### src/rtl/ljc_pkg.sv
package ljc_pkg;
  localparam int NDIR = 4;
  localparam int DIRW = 2;
  typedef logic [DIRW-1:0] dir_t;

  localparam dir_t DIR_N = 2'd0;
  localparam dir_t DIR_E = 2'd1;
  localparam dir_t DIR_S = 2'd2;
  localparam dir_t DIR_W = 2'd3;

  function automatic dir_t facing(input dir_t d);
    return d ^ 2'd2;
  endfunction
endpackage

### src/rtl/ljc_history.sv
module ljc_history #(
  parameter int DEPTH = 3
) (
  input  logic clk,
  input  logic rst_n,
  input  logic first_hit,
  input  logic first_bit,
  input  logic second_hit,
  input  logic second_bit,
  output logic perm
);
  logic [DEPTH-1:0] hist_q, hist_mid, hist_d;
  logic             perm_q, perm_d;
  logic             hist_en;

  always_comb begin
    hist_mid = first_hit  ? {hist_q[DEPTH-2:0], first_bit}    : hist_q;
    hist_d   = second_hit ? {hist_mid[DEPTH-2:0], second_bit} : hist_mid;
    hist_en  = first_hit | second_hit;
    perm_d   = perm_q | (&hist_d);
  end

  always_ff @(posedge clk or negedge rst_n) begin
    if (!rst_n) begin
      hist_q <= '0;
      perm_q <= 1'b0;
    end else begin
      if (hist_en) hist_q <= hist_d;
      perm_q <= perm_d;
    end
  end

  assign perm = perm_q;

  p_perm_sticky_r7: assert property (@(posedge clk) disable iff (!rst_n)
    perm_q |=> perm_q);
  p_full_history_declares_r7: assert property (@(posedge clk) disable iff (!rst_n)
    (&hist_q) |-> perm_q);
endmodule

### src/rtl/ljc_refusal_ctr.sv
module ljc_refusal_ctr #(
  parameter int STRIKES = 3
) (
  input  logic clk,
  input  logic rst_n,
  input  logic hit,
  input  logic ack,
  output logic loop_req
);
  localparam int CW = $clog2(STRIKES + 1);
  localparam logic [CW-1:0] LAST = CW'(STRIKES - 1);

  logic [CW-1:0] cnt_q, cnt_d;
  logic          loop_q, loop_d;

  always_comb begin
    cnt_d  = cnt_q;
    loop_d = 1'b0;
    if (hit) begin
      if (ack) begin
        cnt_d = '0;
      end else if (cnt_q == LAST) begin
        cnt_d  = '0;
        loop_d = 1'b1;
      end else begin
        cnt_d = cnt_q + 1'b1;
      end
    end
  end

  always_ff @(posedge clk or negedge rst_n) begin
    if (!rst_n) begin
      cnt_q  <= '0;
      loop_q <= 1'b0;
    end else begin
      if (hit) cnt_q <= cnt_d;
      loop_q <= loop_d;
    end
  end

  assign loop_req = loop_q;

  p_count_bound_r3: assert property (@(posedge clk) disable iff (!rst_n)
    cnt_q <= LAST);
  p_loop_after_strikes_r3: assert property (@(posedge clk) disable iff (!rst_n)
    loop_q |-> $past(hit && !ack && cnt_q == LAST));
  p_ack_clears_r2: assert property (@(posedge clk) disable iff (!rst_n)
    (hit && ack) |=> (cnt_q == '0 && !loop_q));
endmodule

### src/rtl/ljc_notify_arb.sv
module ljc_notify_arb
  import ljc_pkg::*;
(
  input  logic            clk,
  input  logic            rst_n,
  input  logic [NDIR-1:0] fault,
  output logic            notify_valid,
  output dir_t            notify_dir,
  output dir_t            notify_port
);
  logic [NDIR-1:0] done_q, done_d, pending, grant;

  always_comb begin
    pending    = fault & ~done_q;
    grant      = '0;
    notify_dir = DIR_N;
    for (int i = NDIR - 1; i >= 0; i--) begin
      if (pending[i]) begin
        grant      = '0;
        grant[i]   = 1'b1;
        notify_dir = dir_t'(i);
      end
    end
    notify_valid = |pending;
    notify_port  = facing(notify_dir);
    done_d       = done_q | grant;
  end

  always_ff @(posedge clk or negedge rst_n) begin
    if (!rst_n) done_q <= '0;
    else        done_q <= done_d;
  end

  p_grant_onehot_r9: assert property (@(posedge clk) disable iff (!rst_n)
    $onehot0(grant));
  p_once_per_dir_r9: assert property (@(posedge clk) disable iff (!rst_n)
    notify_valid |=> !done_q[$past(notify_dir)] ? 1'b0 : 1'b1);
  p_done_sticky_r9: assert property (@(posedge clk) disable iff (!rst_n)
    (done_q != '0) |=> ((done_q & $past(done_q)) == $past(done_q)));
endmodule

### src/rtl/link_fault_journal.sv
module link_fault_journal
  import ljc_pkg::*;
#(
  parameter int DEPTH   = 3,
  parameter int STRIKES = 3
) (
  input  logic       clk,
  input  logic       rst_n,
  input  logic       tx_valid,
  input  logic       tx_ack,
  input  logic [1:0] tx_in_dir,
  input  logic [1:0] tx_out_dir,
  input  logic       lb_valid,
  input  logic       lb_ecc_bad,
  input  logic [1:0] lb_in_dir,
  input  logic [1:0] lb_out_dir,
  output logic       loopback_valid,
  output logic [1:0] loopback_dir,
  output logic [3:0] out_perm,
  output logic [3:0] bus_perm,
  output logic [3:0] in_unavail,
  output logic [3:0] diag_unavail,
  output logic       notify_valid,
  output logic [1:0] notify_dir,
  output logic [1:0] notify_port
);
  logic            rst_meta_q, rst_sync_q;
  logic [NDIR-1:0] in_fault, out_fault, loop_vec;
  logic [NDIR-1:0] bus_q, bus_d;
  logic            ack_ev, nack_ev, lb_bad_ev, lb_good_ev;

  // reset asserts at once, releases on a clock edge
  always_ff @(posedge clk or negedge rst_n) begin
    if (!rst_n) begin
      rst_meta_q <= 1'b0;
      rst_sync_q <= 1'b0;
    end else begin
      rst_meta_q <= 1'b1;
      rst_sync_q <= rst_meta_q;
    end
  end

  always_comb begin
    ack_ev     = tx_valid & tx_ack;
    nack_ev    = tx_valid & ~tx_ack;
    lb_bad_ev  = lb_valid & lb_ecc_bad;
    lb_good_ev = lb_valid & ~lb_ecc_bad;
  end

  for (genvar d = 0; d < NDIR; d++) begin : g_dir
    ljc_history #(.DEPTH(DEPTH)) u_in_hist (
      .clk        (clk),
      .rst_n      (rst_sync_q),
      .first_hit  (ack_ev && tx_in_dir == dir_t'(d)),
      .first_bit  (1'b0),
      .second_hit (lb_bad_ev && lb_in_dir == dir_t'(d)),
      .second_bit (1'b1),
      .perm       (in_fault[d])
    );

    ljc_history #(.DEPTH(DEPTH)) u_out_hist (
      .clk        (clk),
      .rst_n      (rst_sync_q),
      .first_hit  (ack_ev && tx_out_dir == dir_t'(d)),
      .first_bit  (1'b0),
      .second_hit (lb_bad_ev && lb_out_dir == dir_t'(d)),
      .second_bit (1'b1),
      .perm       (out_fault[d])
    );

    ljc_refusal_ctr #(.STRIKES(STRIKES)) u_ctr (
      .clk      (clk),
      .rst_n    (rst_sync_q),
      .hit      ((ack_ev || nack_ev) && tx_out_dir == dir_t'(d)),
      .ack      (tx_ack),
      .loop_req (loop_vec[d])
    );

    assign bus_d[d]        = bus_q[d] | (lb_good_ev && lb_out_dir == dir_t'(d));
    assign diag_unavail[d] = in_fault[d] | in_fault[(d + 1) % NDIR];

    p_corner_flags_r8: assert property (@(posedge clk) disable iff (!rst_sync_q)
      in_unavail[d] |-> (diag_unavail[d] && diag_unavail[(d + NDIR - 1) % NDIR]));
  end

  always_ff @(posedge clk or negedge rst_sync_q) begin
    if (!rst_sync_q) bus_q <= '0;
    else             bus_q <= bus_d;
  end

  always_comb begin
    loopback_valid = |loop_vec;
    loopback_dir   = DIR_N;
    for (int i = 0; i < NDIR; i++) begin
      if (loop_vec[i]) loopback_dir = dir_t'(i);
    end
  end

  assign out_perm   = out_fault;
  assign bus_perm   = bus_q;
  assign in_unavail = in_fault;

  ljc_notify_arb u_notify (
    .clk          (clk),
    .rst_n        (rst_sync_q),
    .fault        (bus_q | out_fault),
    .notify_valid (notify_valid),
    .notify_dir   (notify_dir),
    .notify_port  (notify_port)
  );

  p_loop_onehot_r3: assert property (@(posedge clk) disable iff (!rst_sync_q)
    $onehot0(loop_vec));
  p_bus_sticky_r5: assert property (@(posedge clk) disable iff (!rst_sync_q)
    (bus_q != '0) |=> ((bus_q & $past(bus_q)) == $past(bus_q)));
  p_bus_from_clean_r5: assert property (@(posedge clk) disable iff (!rst_sync_q)
    $rose(bus_q[0]) |-> $past(lb_good_ev && lb_out_dir == DIR_N));
endmodule

### config.mk
export PLATFORM = sky130hd
export DESIGN_NAME = link_fault_journal
export DESIGN_NICKNAME = d
export VERILOG_FILES = /design/src/rtl/ljc_pkg.sv /design/src/rtl/ljc_history.sv /design/src/rtl/ljc_refusal_ctr.sv /design/src/rtl/ljc_notify_arb.sv /design/src/rtl/link_fault_journal.sv
export SDC_FILE = /design/constraint.sdc
export NUM_CORES = 1
export LEC_CHECK = 0
export BUFFER_PORTS_ARGS = -buffer_cell sky130_fd_sc_hd__buf_2
export CAP_MARGIN = 40
export CORE_ASPECT_RATIO = 1.1
export CORE_MARGIN = 2
export CORE_UTILIZATION = 45
export DETAILED_ROUTE_END_ITERATION = 8
export PLACE_DENSITY_LB_ADDON = 0.25
export SKIP_CTS_REPAIR_TIMING = 1
export SLEW_MARGIN = 20
export SYNTH_ARGS = -nofsm -noshare
export SYNTH_HDL_FRONTEND = slang
export SYNTH_SLANG_ARGS = --single-unit
### constraint.sdc
create_clock -name clk -period 3.3 [get_ports clk]
set_clock_uncertainty 0.1 [all_clocks]
set_input_delay 0.165 -clock clk [delete_from_list [all_inputs] [get_ports clk]]
set_output_delay 0.165 -clock clk [all_outputs]
set_load 0.01 [all_outputs]
; Word-level counts from Yosys, hierarchy flattened
; Index checks and enable logic that the tools add are counted.
[op_classes]
n_addsub = 4
multipliers = 0
n_div = 0
order_cmp = 0
n_eq_ne = 16
shifts = 0
mux = 47
bitwise = 35
n_reduce_logical = 39
[op_table]
columns = op, count
row1 = 3-bit two-way mux, 16
row2 = 2-bit two-way mux, 14
row3 = 2-bit equality test (second input constant), 12
row4 = 1-bit logical AND, 24
row5 = 1-bit OR, 24
row6 = 3-bit AND reduction, 8
row7 = 4-bit two-way mux, 4
row8 = 1-bit two-way mux, 13
row9 = 2-bit by 1-bit adder with 2-bit output (second input constant), 4
row10 = 2-bit by 1-bit equality test with 1-bit output (second input constant), 4
row11 = 2-bit zero test, 4
row12 = 4-bit OR, 2
row13 = 4-bit OR reduction, 2
row14 = 1-bit bitwise AND, 4
row15 = 4-bit bitwise AND, 1
row16 = 4-bit inverter, 1
row17 = 1-bit inverter, 3
row18 = 1-bit logical OR, 1
[word_totals]
register_bits = 54
latchBits = 0
ram_bits = 0
mem_bits_ro = 0
wordCells = 169
memories = 0

; Logic depth before layout (Yosys ltp)
; Gate-level depths: netlist (run 1).
[logic_depth]
depth_word = 7
mapped_depth = 4
mapped_depth_nobuf = 3

; Modules after synthesis
; From an unflattened synthesis (run 1), not the netlist that was laid out.
[unflattened]
cells_unflattened = 260
hier_area_um2 = 2706.3
[modules_own_cells]
columns = mod, instances, cells_each, area_each_um2, seq_area_each_um2
row1 = ljc_history, 8, 19, 196.4, 100.1
row2 = ljc_refusal_ctr, 4, 9, 121.4, 75.1
row3 = link_fault_journal, 1, 50, 424.2, 150.1
row4 = ljc_notify_arb, 1, 22, 225.2, 100.1

; Least setup slack after synthesis (run 1)
; OpenSTA, ideal clock, no wires.
[synth_timing]
path_kind = register to output
from = register bus_q[0] (netlist: bus_perm[0])
to = output notify_port[0]
t_arrival_ns = 1.212
setup_slack_ns = 1.823
path_stages_with_launch = 4
path_buffers = 1
cell_sequence = dfrtp_1 > o21bai_1 > a21boi_0 > buf_4
[synth_via]
elab_chain_cells = 3
[synth_rtl]
columns = element, line_no
row1 = "start, declared", link_fault_journal.sv:29  ; logic [NDIR-1:0] bus_q, bus_d;
row2 = "start signal, assigned", link_fault_journal.sv:88  ; else bus_q <= bus_d;
row3 = 4-bit OR, link_fault_journal.sv:106  ; .fault (bus_q | out_fault),
row4 = 4-bit bitwise AND, ljc_notify_arb.sv:14  ; pending = fault & ~done_q;
row5 = 2-bit two-way mux, ljc_notify_arb.sv:18  ; if (pending[i]) begin
row6 = "end, declared", link_fault_journal.sv:25  ; output logic [1:0] notify_port
; Every way passes these cells.

; Final worst setup path (run 1)
[layout_timing]
from = register g_dir[0].u_out_hist.perm_q
to = output notify_port[1]
[layout_via]
elab_chain_cells = 4
[layout_rtl]
columns = element, line_no
row1 = "start, declared", ljc_history.sv:13  ; logic perm_q, perm_d;
row2 = "start signal, assigned", ljc_history.sv:29  ; perm_q <= perm_d;
row3 = 4-bit OR, link_fault_journal.sv:106
row4 = 4-bit bitwise AND, ljc_notify_arb.sv:14
row5 = 2-bit two-way mux, ljc_notify_arb.sv:18
row6 = 1-bit inverter (no source line), -
; Every way passes these cells.

==> flow_summary.json, run 1 <==
{
  "tns_ns": 0,
  "clk_latency_ns": 0.30,
  "rrSetupSlack_ns": 2.14,
  "seqPwrFrac": 0.559,
  "status": "complete, no violations",
  "p_int_w": 0.00111,
  "critPathMaxStageDelay_ns": 0.42,
  "postLayoutCellArea_um2": 2930,
  "p_switching_w": 0.000440,
  "end_kind": "output port",
  "fmax_mhz": 544,
  "wl_per_cell_um": 13.1,
  "ios": 38,
  "crit_buf_inv": 1,
  "synth_xor_area_frac": 0.0269,
  "cp_cell_sequence": "o21bai_1 -> nand2_1 -> or2_2 -> buf_2",
  "place_worst_setup_slack_ns": 1.65,
  "grt_usage": 0.155,
  "core_um2": 5700,
  "ys_seq_area_frac": 0.518,
  "crit_slowest_cell": "dfrtp_1",
  "synth_edf_count": 0,
  "synth_seq_cells": 54,
  "synthAdderAreaFrac": 0,
  "maxCapViolations": 0,
  "wirelength_um": 4430,
  "synth-compound-area-share": 0.149,
  "clkTransAtPathRegs_ns": 0.09,
  "setup_violations": 0,
  "cts-buffers-inserted": 5,
  "cts.sinks": 54,
  "cts_tree": "yes",
  "die_h_um": 83.9,
  "timing.final.crit_share": 0.557,
  "postRouteAntennaNets": 0,
  "grt_max_degree": 38,
  "synth_top_area_share": 0.518,
  "drtPass1Iterations": 4,
  "async_flop_share": 1.00,
  "synth_area_um2": 2610,
  "synth_top_family_by_area": "simple AND/OR/NAND/NOR gates",
  "gp_congestion": 0.773,
  "synth_flop_cell": "dfrtp_1",
  "drive_above_1_share": 0.269,
  "worst_slack_ns": 1.46,
  "hold_class": "input pin to async pin",
  "clockBufferDepth": 2,
  "syn_inst": 225,
  "cts_max_level": 2,
  "grt_first_pass_wirelength_um": 7990,
  "via_count": 1789,
  "rsz0062_at_grt": "no",
  "root_buffer": "clkbuf_8",
  "die_w_um": 76.6,
  "path_depth": 4,
  "io_buffer_count": 37,
  "synthesis.nets": 239,
  "grt-ovfl-total": 0,
  "crit_end": "notify_port[1]",
  "cp-startpoint": "g_dir[0].u_out_hist.perm",
  "grt_pass1_vias": 1693,
  "syn_avg_cell_area_um2": 11.6,
  "clkPwrFrac": 0.242,
  "muxShareOfSynthArea": 0.00863,
  "regToRegStartpoint": "g_dir[0].u_out_hist.perm",
  "swShare": 0.284,
  "drc": 0,
  "crit_required_ns": 3.03,
  "vias_per_cell": 5.31,
  "r2r_end": "u_notify.done_q[3]",
  "whs_ns": 0.0683,
  "area_delta_synth_final_pct": 12.3,
  "period_needed_ns": 1.84,
  "p_per_area_nw_per_um2": 528,
  "synth.distinct_cells": 46,
  "drt_iter0_markers": 110,
  "die-area_um2": 6420,
  "synth_warnings": 0,
  "place_area_um2": 2800,
  "slew_viol_final": 0,
  "synthSimpleGateAreaFrac": 0.239,
  "initial_utilization": 0.458,
  "combinationalPowerShare": 0.199,
  "p_leak_nw": 1.36,
  "nNetsFinal": 273,
  "ir_worst_vdd_v": 0.000307,
  "n_fill_cell": 525,
  "worstSetupStartpointType": "flop",
  "r2r_cells": 3,
  "synth_area_leaders": "dfrtp_1, a21o_1, buf_4",
  "worstSetupPathType": "flop to output port",
  "hpwlAfterDp_um": 3200,
  "crit_arrival_ns": 1.57,
  "antenna_found_initial": 0,
  "num_rows": 29,
  "antenna_cells": 0,
  "critical_path.max_fanout": 4,
  "finalHoldViolations": 0,
  "path_delay_family": "simple AND/OR/NAND/NOR gates",
  "yosys.area.top_type": "dfrtp_1"
}
## worst reg2reg max path: stages, from the launching register on
cell	delay (ns)
dfrtp_1	0.42
o21bai_1	0.26
nand2_1	0.15
o21bai_1	0.16
## kinds of logic (layout without fill, tap and decap cells)
| kind of cell | after synthesis | count (layout) |
|---|---|---|
| compound gates | 49 | 49 |
| mux | 2 | 2 |
| simple gates | 84 | 84 |
| buf+inv | 27 | 62 |
| flops | 54 | 54 |
| xor+xnor | 8 | 8 |
| other cells | 1 | 1 |
## metal layers
metal / GRT usage / wire [um] / up-vias
li1: - / - / 876
met1: 0.208 / 2120 / 874
met2: 0.247 / 2080 / 32
met3: 0.0379 / 158 / 7
met4: 0.0545 / 68 / 0
met5: 0 / 0 / -
## metrics by stage
step,total power (W),instances,utilization
finish,0.00155,337,0.514
global route,0.00165,337,0.514
CTS,0.00156,334,0.507
detailed placement,0.00118,326,0.491
global placement,0.00118,326,0.491
floorplan,0.00111,225,-
## sequential cells by signal (all words and copies together) (netlist names)
name / cells
g_dir.u_ctr.loop_req: 4
rst_sync_q: 1
bus_perm: 4
u_notify.done_q: 4
g_dir.u_in_hist.perm: 4
g_dir.u_out_hist.hist_q: 12
g_dir.u_ctr.cnt_q: 8
g_dir.u_in_hist.hist_q: 12
rst_meta_q: 1
g_dir.u_out_hist.perm: 4
## Yosys cell counts (3+ instances only)
| library cell | count |
|---|---|
| nand2b_1 | 4 |
| buf_4 | 10 |
| dfrtp_1 | 54 |
| nor2_1 | 5 |
| a31o_2 | 4 |
| and3_1 | 4 |
| or2_2 | 6 |
| nand3b_1 | 4 |
| nor2b_1 | 4 |
| nor3_1 | 6 |
| o21ai_0 | 5 |
| o21bai_1 | 9 |
| a21o_1 | 10 |
| xnor2_1 | 4 |
| inv_1 | 13 |
| xor2_1 | 4 |
| a221oi_1 | 5 |
| nor4b_1 | 5 |
| a41o_1 | 3 |
| nand4b_4 | 3 |
| or3_1 | 4 |
| nand2_1 | 16 |
| nand4b_1 | 5 |
| o2bb2ai_1 | 3 |
| nand3_1 | 5 |
## cells in the final DEF (no fill, tap or decap), types with 3 or more instances in the layout
master / netlist / layout
a21o_1: 10 / 10
a221oi_1: 5 / 5
a31o_2: 4 / 4
a41o_1: 3 / 3
and3_1: 4 / 4
buf_2: 2 / 37
clkbuf_8: 0 / 6
dfrtp_1: 54 / 53
inv_1: 13 / 13
nand2_1: 16 / 16
nand2b_1: 4 / 4
nand3_1: 5 / 5
nand3b_1: 4 / 4
nand4b_1: 5 / 5
nand4b_4: 3 / 3
nor2_1: 5 / 5
nor2b_1: 4 / 4
nor3_1: 6 / 6
nor4b_1: 5 / 5
o21ai_0: 5 / 5
o21bai_1: 9 / 9
o2bb2ai_1: 3 / 3
or2_2: 6 / 6
or3_1: 4 / 4
xnor2_1: 4 / 4
xor2_1: 4 / 4
## how the worst min path moves through the flow
stage,cells past startpoint,start,end
global route,2,rst_n,rst_sync_q
CTS,1,rst_n,rst_meta_q
finish,2,rst_n,rst_sync_q
floorplan,0,rst_n,rst_meta_q
global placement,1,rst_n,rst_meta_q
detailed placement,1,rst_n,rst_meta_q
## cell type report
class                           instances  area, um^2  area share
Sequential cell                        54        1350       0.462
Multi-Input combinational cell        144        1110       0.378
Timing Repair Buffer                   41         233      0.0795
Tap cell                               77        96.3      0.0329
Clock buffer                            7        86.3      0.0295
Inverter                               13        48.8      0.0167
Clock inverter                          1        5.00     0.00171
## power by group through the flow
stage               clock [W]  combinational [W]  sequential, W
global placement            0           0.000294       0.000883
detailed placement          0           0.000300       0.000885
global route         0.000421           0.000350       0.000884
floorplan                   0           0.000248       0.000862
CTS                  0.000390           0.000301       0.000873
finish               0.000374           0.000308       0.000864
Power figures use the tool's default switching activity.
==> run 2: changes to the inputs <==
==> constraint.sdc (replaced) <==
create_clock -name clk -period 1.9 [get_ports clk]
set_clock_uncertainty 0.1 [all_clocks]
set_input_delay 0.095 -clock clk [delete_from_list [all_inputs] [get_ports clk]]
set_output_delay 0.095 -clock clk [all_outputs]
set_load 0.01 [all_outputs]
==> run 2 against run 1 <==
  * Clock power grew 60%
  * Die area is the same
  * Critical path type unchanged
  * Global-route usage shrank 0.76 points
  * Combinational power grew 73%
  * Critical path depth is the same
  * Highest routed layer unchanged
  * Total power grew 70%
==> flow_summary.json, run 2 (synthesized netlist as in run 1, its figures left out) <==
{
  "grt_first_pass_wirelength_um": 7530,
  "place_worst_setup_slack_ns": 0.357,
  "wirelength_um": 4460,
  "crit_required_ns": 1.70,
  "p_leak_nw": 1.35,
  "drt_iter0_markers": 60,
  "die_w_um": 76.6,
  "fin_cells": 337,
  "multi_input_area_um2": 1110,
  "final_cell_mix": "dfrtp_1, buf_2, nand2_1, inv_1, a21o_1",
  "layout_commonest_cell": "dfrtp_1",
  "worstSetupPathType": "flop to output port",
  "gp_congestion": 0.710,
  "drtPass1Iterations": 4,
  "ios": 38,
  "slew_viol_final": 0,
  "top_regs": "g_dir.u_in_hist.hist_q x12, g_dir.u_out_hist.hist_q x12, g_dir.u_ctr.cnt_q x8",
  "critical_path.max_fanout": 4,
  "hold_class": "input pin to flop",
  "rsz0062_at_grt": "no",
  "crit_arrival_ns": 1.51,
  "status": "complete, no violations",
  "worstSetupStartpointType": "flop",
  "grt_pass1_vias": 1639,
  "nNetsFinal": 274,
  "clk_latency_ns": 0.29,
  "setup_violations": 0,
  "io_buffer_count": 37,
  "whs_ns": 0.0198,
  "root_buffer": "clkbuf_8",
  "wl_per_cell_um": 13.2,
  "core_um2": 5700,
  "area_delta_synth_final_pct": 12.1,
  "cts_tree": "yes",
  "period_needed_ns": 1.71,
  "antenna_cells": 0,
  "die_h_um": 83.9,
  "cts.sinks": 54,
  "finalHoldViolations": 0,
  "grt-ovfl-total": 0,
  "n_fill_cell": 527,
  "vias_per_cell": 5.30,
  "ir_worst_vdd_v": 0.000487,
  "num_rows": 29,
  "drc": 0,
  "grt_usage": 0.148,
  "initial_utilization": 0.458,
  "clockBufferDepth": 2,
  "regArea_um2": 1350,
  "postRouteAntennaNets": 0,
  "timing.final.crit_share": 0.898,
  "p_per_area_nw_per_um2": 901,
  "maxCapViolations": 0,
  "via_count": 1785,
  "dp.cells": 328,
  "hpwlAfterDp_um": 3280,
  "end_kind": "output port",
  "die-area_um2": 6420,
  "cts_max_level": 2,
  "antenna_found_initial": 0,
  "worst_slack_ns": 0.195,
  "grt_max_degree": 43,
  "drive_above_1_share": 0.269,
  "tns_ns": 0,
  "fmax_mhz": 586,
  "cts-buffers-inserted": 5,
  "clkTransAtPathRegs_ns": 0.09
}
==> run 2: through the flow <==
step	utilization	cell area (um^2)	total power, W
after detailed placement	0.496	2830	0.00207
after global placement	0.496	2830	0.00205
after global routing	0.514	2930	0.00281
after floorplan	-	2610	0.00193
final	0.514	2930	0.00264
after CTS	0.509	2900	0.00268
==> run 2: layout make-up <==
| type | count | share of cell area |
|---|---|---|
| Clock buffer | 7 | 0.0261 |
| Tap cell | 77 | 0.0329 |
| Sequential cell | 54 | 0.462 |
| Inverter | 13 | 0.0167 |
| Multi-Input combinational cell | 144 | 0.380 |
| Timing Repair Buffer | 42 | 0.0821 |
==> run 2: worst max-delay path, cell delays in order (launching register included) <==
cell,delay [ns]
dfrtp_1,0.42
o21bai_1,0.22
nand2_1,0.13
or2_2,0.30
buf_2,0.14
==> run 2: power breakdown <==
group          switching, W  total, W  leakage [nW]  internal [W]
logic              0.000259  0.000533         0.697      0.000274
registers          0.000151   0.00151         0.615       0.00135
clock network      0.000343  0.000598        0.0383      0.000255
total              0.000753   0.00264          1.35       0.00188
==> run 2: path summary, 6_finish.rpt <==
check	cells after the start	from	slack [ns]	endpoint
max	4	g_dir[1].u_out_hist.perm	0.19	notify_port[1]
min	2	lb_out_dir[1]	0.02	bus_perm[2]
max reg2reg	2	g_dir[3].u_out_hist.hist_q[0]	0.79	g_dir[3].u_out_hist.hist_q[2]
min reg2reg	0	rst_sync_q	0.05	g_dir[2].u_ctr.cnt_q[0]
max in group asynchronous	3	rst_n	1.04	rst_sync_q
min in group asynchronous	0	rst_sync_q	0.05	g_dir[2].u_ctr.cnt_q[0]
==> run 2: per-layer routing <==
metal	global-route usage	share of wire
met5	0	0
met4	0.0545	0.010
met3	0.0303	0.032
met2	0.244	0.47
met1	0.193	0.49
